`src/rtl/tsg_pkg.sv`:
```
package tsg_pkg;

    // Operating modes of the sync controller
    typedef enum logic [1:0] {
        M_FREE   = 2'd0,   // free running
        M_QUAL   = 2'd1,   // strobe seen, timing its length
        M_PINNED = 2'd2,   // counters held at zero
        M_LAUNCH = 2'd3    // release delay before state 1, phase 1
    } tsg_mode_e;

endpackage

```
`src/rtl/tsg_sync2.sv`:
```
module tsg_sync2 #(
    parameter int WIDTH = 2
) (
    input  logic             clk,
    input  logic             rst_n,
    input  logic [WIDTH-1:0] d_async,
    output logic [WIDTH-1:0] q_sync
);

    logic [WIDTH-1:0] meta_q;

    always_ff @(posedge clk or negedge rst_n) begin
        if (!rst_n) begin
            meta_q <= '0;
            q_sync <= '0;
        end else begin
            meta_q <= d_async;
            q_sync <= meta_q;
        end
    end

endmodule

```
`src/rtl/tsg_ctrl.sv`:
```
module tsg_ctrl
    import tsg_pkg::*;
#(
    parameter int GUARD_CLKS    = 4,
    parameter int MIN_HOLD_CLKS = 4,
    parameter int RELEASE_CLKS  = 2
) (
    input  logic clk,
    input  logic rst_n,
    input  logic en_s,
    input  logic stb_s,
    output logic clr
);

    localparam int AW = $clog2(GUARD_CLKS + 1);
    localparam int HW = $clog2(MIN_HOLD_CLKS + 1);
    localparam int RW = $clog2(RELEASE_CLKS + 1);

    tsg_mode_e cur, nxt;
    logic          stb_q;
    logic [AW-1:0] en_age;
    logic [HW-1:0] hold_cnt;
    logic [RW-1:0] rel_cnt;

    logic stb_rise, guard_met, hold_done, rel_done;

    assign stb_rise  = stb_s & ~stb_q;
    assign guard_met = (en_age == AW'(GUARD_CLKS));
    assign hold_done = stb_s && (hold_cnt >= HW'(MIN_HOLD_CLKS - 1));
    assign rel_done  = (rel_cnt >= RW'(RELEASE_CLKS - 1));

    // Next-mode logic
    always_comb begin
        nxt = cur;
        unique case (cur)
            M_FREE:   if (en_s && stb_rise && guard_met) nxt = M_QUAL;
            M_QUAL: begin
                if (!en_s || !stb_s)  nxt = M_FREE;
                else if (hold_done)   nxt = M_PINNED;
            end
            M_PINNED: if (!stb_s)     nxt = M_LAUNCH;
            M_LAUNCH: if (rel_done)   nxt = M_FREE;
        endcase
    end

    // Mode register and its timers
    always_ff @(posedge clk or negedge rst_n) begin
        if (!rst_n) begin
            cur      <= M_FREE;
            stb_q    <= 1'b0;
            en_age   <= '0;
            hold_cnt <= '0;
            rel_cnt  <= '0;
        end else begin
            cur   <= nxt;
            stb_q <= stb_s;
            if (!en_s)
                en_age <= '0;
            else if (!guard_met)
                en_age <= en_age + 1'b1;
            if (cur == M_FREE)
                hold_cnt <= HW'(1);
            else if (cur == M_QUAL && stb_s && !hold_done)
                hold_cnt <= hold_cnt + 1'b1;
            if (cur == M_PINNED)
                rel_cnt <= RW'(1);
            else if (cur == M_LAUNCH && !rel_done)
                rel_cnt <= rel_cnt + 1'b1;
        end
    end

    // Output logic: counters held while pinned and during the launch delay
    always_comb begin
        unique case (cur)
            M_FREE:   clr = 1'b0;
            M_QUAL:   clr = (nxt == M_PINNED);
            M_PINNED: clr = 1'b1;
            M_LAUNCH: clr = !rel_done;
        endcase
    end


    pinned_from_qual_chk: assert property (@(posedge clk) disable iff (!rst_n)
        (cur == M_PINNED && $past(cur) != M_PINNED) |-> $past(cur) == M_QUAL);


    qual_guard_chk: assert property (@(posedge clk) disable iff (!rst_n)
        (cur == M_QUAL && $past(cur) == M_FREE) |-> $past(en_age) == AW'(GUARD_CLKS));


    disabled_free_chk: assert property (@(posedge clk) disable iff (!rst_n)
        (cur == M_FREE && !en_s) |=> cur == M_FREE);


    short_strobe_chk: assert property (@(posedge clk) disable iff (!rst_n)
        (cur == M_QUAL && !stb_s) |=> cur == M_FREE);

endmodule

```
`src/rtl/tsg_counter.sv`:
```
module tsg_counter #(
    parameter int STATES = 5,
    parameter int PHASES = 3,
    localparam int ST_W = $clog2(STATES + 1),
    localparam int PH_W = $clog2(PHASES + 1)
) (
    input  logic            clk,
    input  logic            rst_n,
    input  logic            clr,
    output logic [ST_W-1:0] st,
    output logic [PH_W-1:0] ph,
    output logic            pulse
);

    logic [ST_W-1:0] st_nxt;
    logic [PH_W-1:0] ph_nxt;

    always_comb begin
        st_nxt = st;
        ph_nxt = ph;
        if (clr) begin
            st_nxt = '0;
            ph_nxt = '0;
        end else if (st == '0) begin
            st_nxt = ST_W'(1);
            ph_nxt = PH_W'(1);
        end else if (ph == PH_W'(PHASES)) begin
            ph_nxt = PH_W'(1);
            st_nxt = (st == ST_W'(STATES)) ? ST_W'(1) : st + 1'b1;
        end else begin
            ph_nxt = ph + 1'b1;
        end
    end

    always_ff @(posedge clk or negedge rst_n) begin
        if (!rst_n) begin
            st    <= '0;
            ph    <= '0;
            pulse <= 1'b0;
        end else begin
            st    <= st_nxt;
            ph    <= ph_nxt;
            pulse <= (st_nxt == ST_W'(1)) && (ph_nxt == PH_W'(1));
        end
    end


    zero_pair_chk: assert property (@(posedge clk) disable iff (!rst_n)
        (st == '0) == (ph == '0));


    phase_step_chk: assert property (@(posedge clk) disable iff (!rst_n)
        (!clr && st != '0 && ph < PH_W'(PHASES)) |=> (ph == $past(ph) + 1'b1) && (st == $past(st)));


    pulse_pos_chk: assert property (@(posedge clk) disable iff (!rst_n)
        pulse |-> (st == ST_W'(1) && ph == PH_W'(1)));


    clr_zero_chk: assert property (@(posedge clk) disable iff (!rst_n)
        clr |=> (st == '0 && ph == '0 && !pulse));

endmodule

```
`src/rtl/tsg_ready.sv`:
```
module tsg_ready #(
    parameter int LIMIT = 75,
    localparam int CW = $clog2(LIMIT + 1)
) (
    input  logic clk,
    input  logic rst_n,
    input  logic en_s,
    output logic ready
);

    logic [CW-1:0] cnt, cnt_nxt;

    always_comb begin
        if (en_s)
            cnt_nxt = '0;
        else if (cnt < CW'(LIMIT))
            cnt_nxt = cnt + 1'b1;
        else
            cnt_nxt = cnt;
    end

    always_ff @(posedge clk or negedge rst_n) begin
        if (!rst_n) begin
            cnt   <= '0;
            ready <= 1'b0;
        end else begin
            cnt   <= cnt_nxt;
            ready <= (cnt_nxt >= CW'(LIMIT));
        end
    end


    ready_hold_chk: assert property (@(posedge clk) disable iff (!rst_n)
        (ready && !en_s) |=> ready);


    ready_drop_chk: assert property (@(posedge clk) disable iff (!rst_n)
        en_s |=> !ready);

endmodule

```
`src/rtl/tstate_gen.sv`:
```
module tstate_gen #(
    parameter int GUARD_CLKS    = 4,
    parameter int MIN_HOLD_CLKS = 4,
    parameter int RELEASE_CLKS  = 2,
    parameter int STATES        = 5,
    parameter int PHASES        = 3,
    parameter int READY_CYCLES  = 5,
    localparam int ST_W       = $clog2(STATES + 1),
    localparam int PH_W       = $clog2(PHASES + 1),
    localparam int READY_CLKS = READY_CYCLES * STATES * PHASES
) (
    input  logic            clk,
    input  logic            rst_n,
    input  logic            sync_en,
    input  logic            sync_stb,
    output logic [ST_W-1:0] tstate,
    output logic [PH_W-1:0] tphase,
    output logic            cyc_start,
    output logic            run_ready
);

    logic [1:0] pins_s;
    logic       clr;

    // both asynchronous pins share one two-flop synchronizer
    tsg_sync2 #(.WIDTH(2)) u_sync (
        .clk     (clk),
        .rst_n   (rst_n),
        .d_async ({sync_en, sync_stb}),
        .q_sync  (pins_s)
    );

    tsg_ctrl #(
        .GUARD_CLKS    (GUARD_CLKS),
        .MIN_HOLD_CLKS (MIN_HOLD_CLKS),
        .RELEASE_CLKS  (RELEASE_CLKS)
    ) u_ctrl (
        .clk   (clk),
        .rst_n (rst_n),
        .en_s  (pins_s[1]),
        .stb_s (pins_s[0]),
        .clr   (clr)
    );

    tsg_counter #(
        .STATES (STATES),
        .PHASES (PHASES)
    ) u_cnt (
        .clk   (clk),
        .rst_n (rst_n),
        .clr   (clr),
        .st    (tstate),
        .ph    (tphase),
        .pulse (cyc_start)
    );

    tsg_ready #(.LIMIT(READY_CLKS)) u_rdy (
        .clk   (clk),
        .rst_n (rst_n),
        .en_s  (pins_s[1]),
        .ready (run_ready)
    );


    start_single_chk: assert property (@(posedge clk) disable iff (!rst_n)
        cyc_start |=> !cyc_start);


    reset_out_chk: assert property (@(posedge clk)
        !rst_n |-> (tstate == '0 && tphase == '0 && !cyc_start && !run_ready));

endmodule

```
`config.mk`:
```
export PLATFORM = sky130hd
export DESIGN_NAME = tstate_gen
export DESIGN_NICKNAME = d
export VERILOG_FILES = /design/src/rtl/tsg_pkg.sv /design/src/rtl/tsg_sync2.sv /design/src/rtl/tsg_ctrl.sv /design/src/rtl/tsg_counter.sv /design/src/rtl/tsg_ready.sv /design/src/rtl/tstate_gen.sv
export SDC_FILE = /design/constraint.sdc
export NUM_CORES = 1
export LEC_CHECK = 0
export CORE_MARGIN = 3
export CORE_UTILIZATION = 25
export CTS_CLUSTER_DIAMETER = 60
export DETAILED_ROUTE_END_ITERATION = 7
export HOLD_SLACK_MARGIN = 0.1
export PLACE_DENSITY = 0.39
export SYNTH_ARGS = -nofsm -noshare
export SYNTH_HDL_FRONTEND = slang
export SYNTH_SLANG_ARGS = --single-unit
```
`constraint.sdc`:
```
create_clock -name clk -period 1.5 [get_ports clk]
set_input_delay 0.3 -clock clk [delete_from_list [all_inputs] [get_ports clk]]
set_output_delay 0.3 -clock clk [all_outputs]
set_load 0.03 [all_outputs]
```
==> flow_results.org <==
** Finish
- Layout cells sized above 1 :: 29.6%
- Area growth syn-to-layout :: 37.9%
- After routing the design area is 2080 um2.
- The final layout contains 201 nets.
- Area of the multi-input gates :: 828 um2
- Total inserted antenna cells :: 0
- The layout has 564 filler cells.
- Register Area :: 729 um2

** Logic synthesis
- In this run, synthesis produced a sequential element count of 29.
- Commonest cells in the synthesized netlist :: sky130_fd_sc_hd__dfrtp_1, sky130_fd_sc_hd__inv_1, sky130_fd_sc_hd__nor2_1
- Top cells by area, synth :: sky130_fd_sc_hd__dfrtp_1, sky130_fd_sc_hd__ha_1, sky130_fd_sc_hd__a21oi_1
- Cell type contributing the most total cell area after synthesis :: sky130_fd_sc_hd__dfrtp_1
- Yosys Warn Count :: 0
- After synthesis the cells add up to 1510 um2.
- Synthesized netlist net count :: 168
- The number of different library cells used by synthesis comes to 41.
- The average instance in the mapped netlist occupies 9.67 um2.
- Of the synthesized area, sequential elements account for 48.1%.
- Predominant post-synthesis flop cell :: sky130_fd_sc_hd__dfrtp_1
- Of the post-synthesis cell area, the dominant cell type holds 48.1%.
- Count of flip-flops with a built-in enable after synthesis :: 0
- Yosys instantiated no cell more often than sky130_fd_sc_hd__dfrtp_1.
- Gate count of the mapped netlist :: 156
- Share of async-settable or async-resettable flops after synthesis :: 100%

** Setup path
- Slowest stage cell, crit path :: sky130_fd_sc_hd__dfrtp_1
- Required time reported for the critical path endpoint :: 1.66 ns
- Maximum cell stage delay along the critical path :: 0.39 ns
- Largest delay contributor family on the critical path :: flip-flops
- Crit end category :: flip-flop
- At the worst endpoint, the arrival time is 1.78 ns.
- The critical path goes through ha_2 -> ha_2 -> a211o_1 -> nor3_4 -> mux2i_1 -> nor2_1.
- CP startpoint kind :: flip-flop
- In this run the worst path has a maximum fanout of 4.
- Path type of the worst setup path :: reg -> reg
- Counting both buffers and inverters, the worst setup path holds a total of 0.
- Crit path top cell by count :: sky130_fd_sc_hd__ha_2

** Detailed routing
- The pre-antenna-repair detailed-routing pass consisted of 4 iterations.
- Remaining routing DRC violations :: 0
- Wire length per cell :: 13.0 um
- Via Count :: 1255
- Vias per cell :: 4.81
- Final wirelength :: 3.39 mm
- Number of routed nets with antenna violations :: 0
- Drt first-iter violations :: 63

** Clock network
- Clock latency on the worst-skew pair :: 0.27 ns
- TritonCTS built the clock tree.
- Clock transition at the registers of the reported paths :: 0.06 ns
- Counting the buffers created by CTS gives 5.
- Number of H-tree levels :: 2
- Clock tree synthesis selected as its root buffer the cell sky130_fd_sc_hd__clkbuf_8.
- Count of clock tree sinks :: 29
- Number of buffers on the longest clock path :: 2

** Power
- Summed over all cells, the static leakage comes to 0.877 nW.
- Maximum VDD drop :: 803 uV
- In this run the power density over the cells is 1180 nW/um2.

** Placement
- The congestion estimate from routability-driven global placement came to 0.777.
- Number of port buffers :: 10
- Detailed placement ended at an HPWL of 2.31 mm.
- After detailed placement, the total cell area comes to 1850 um2.

** Timing
- The worst pin sits at a relative slew slack of 68.4%.
- Setup violations remaining at the end of the flow were counted as 11.
- Measured slew at the worst slew-check pin :: 0.473 ns
- Setup repair after global routing missed its margin :: true
- On the final layout, the worst clock skew is 0.00232 ns.
- Final hold analysis gives a worst-case slack of 0.353 ns.
- Count of final hold-check violations :: 0
- Static timing analysis puts the maximum clock frequency at 618 MHz.
- Final Critical Period :: 1.62 ns
- In the post-route analysis, the smallest setup slack over all paths is -0.118 ns.
- The max-slew violation count was 0.
- The final critical path takes up 108% of the cycle.

** Floorplanning
- Die X :: 83.7 um
- The die covers 7000 um2.
- The initial utilization of the core area, before any placement, comes to 26.6%.
- Number of placement rows :: 27
- Pin placement for this block handled 11 I/O pins.
- Vertical extent of the die :: 83.7 um
- The total area inside the core boundary comes to 5680 um2.

** Outcome
- Violations in the final reports :: negative setup slack
- Result of the run :: finished, violations left

** GRT
- Across every metal layer, demand over resource in global routing totals 10.1%.
- The number of antenna violations at the first check in global routing came to 0.
- Number of global-route vias before repair :: 1253
- Global-route wire length before repair :: 5.79 mm
- Largest net degree at the start of global routing :: 30
- Summed over all layers, the global routing overflow is 0.

** Min path
- Class of the tightest hold or removal check :: reg -> reg

** Run
- Number of max-cap violations :: 0
==> layout make-up <==
type / instances / share of cell area, %
repair buffers: 35 / 14.3
flip-flops and latches: 29 / 35.1
clock buffers: 7 / 4.15
well taps: 72 / 4.33
inverters: 13 / 2.35
multi-input cells: 105 / 39.8
==> timing repair <==
action | in CTS | in global routing
buffers inserted | 3 | 5
endpoints found under the setup margin | 18 | 13
gates resized for setup | 12 | 9
pin swaps | 9 | 6
hold buffers | 0 | 0
==> per-stage QoR <==
step	std cells	TNS [ns]	setup slack [ns]	utilization (%)	total power (W)
detailed placement	246	-1.01	-0.141	32.7	0.00180
global placement	246	-0.456	-0.0802	32.7	0.00179
finish	261	-0.617	-0.118	36.7	0.00246
CTS	256	-0.610	-0.120	35.0	0.00244
floorplan	156	-0.0846	-0.0453	-	0.00151
global route	261	-1.60	-0.265	36.7	0.00263
==> worst paths after layout <==
check                      cells past startpoint                           start                             end  slack, ns
max                                            6  u_ctrl.hold_cnt[0]$_DFFE_PN0P_  u_ctrl.hold_cnt[1]$_DFFE_PN0P_      -0.12
min in group asynchronous                      2                           rst_n           u_cnt.ph[0]$_DFF_PN0_       0.38
min                                            0      u_sync.meta_q[1]$_DFF_PN0_      u_sync.q_sync[1]$_DFF_PN0_       0.35
max reg2reg                                    6  u_ctrl.hold_cnt[0]$_DFFE_PN0P_  u_ctrl.hold_cnt[1]$_DFFE_PN0P_      -0.12
min reg2reg                                    0      u_sync.meta_q[1]$_DFF_PN0_      u_sync.q_sync[1]$_DFF_PN0_       0.35
max in group asynchronous                      2                           rst_n          u_rdy.cnt[4]$_DFF_PN0_       0.94
==> cells by family (layout without fill, tap and decap cells) <==
group / after synthesis / count (layout) / share of synthesized area (%)
adder cells (fa/ha/maj): 8 / 8 / 6.63
AND/OR/NAND/NOR: 54 / 54 / 18.8
flip-flops: 29 / 29 / 48.1
multiplexers: 1 / 1 / 0.663
XOR/XNOR: 4 / 4 / 2.32
AO/OA/AOI/OAI: 38 / 38 / 17.7
buffers and inverters: 22 / 55 / 5.80
==> sequential cells by signal (all words and copies together) (netlist names) <==
name             cells
u_cnt.ph             2
u_cnt.pulse          1
u_cnt.st             3
u_ctrl.cur           2
u_ctrl.en_age        3
u_ctrl.hold_cnt      3
u_ctrl.rel_cnt       2
u_ctrl.stb_q         1
u_rdy.cnt            7
u_rdy.ready          1
u_sync.meta_q        2
u_sync.q_sync        2
==> cells in the final DEF (no fill, tap or decap), drive strengths merged, types with 2 or more instances in the layout <==
master,count
a21boi,2
a21oi,11
a31oi,2
a41oi,3
and2,2
buf,26
clkbuf,7
clkdlybuf4s50,3
dfrtp,29
dlygate4sd2,6
ha,8
inv,13
nand2,9
nand2b,3
nand3,6
nor2,13
nor3,10
nor3b,2
o21ai,9
o32ai,2
or3b,2
xnor2,4
==> where the power goes <==
part           switching [W]  internal (W)  leakage, nW  total [W]
combinational       0.000448      0.000373        0.465   0.000821
sequential          0.000111      0.000887        0.367   0.000999
clock               0.000278      0.000363       0.0443   0.000641
==> routing by layer <==
layer | global-route usage (%) | up-vias | wire, um | share of wire [%]
met5 | 0 | - | 0 | 0
met2 | 15.8 | 17 | 1610 | 47
met4 | 3.51 | 0 | 35 | 1.0
met1 | 13.1 | 616 | 1630 | 48
li1 | - | 617 | - | -
met3 | 3.26 | 5 | 119 | 3.5
Note: power is estimated with default switching activity, not from simulation.
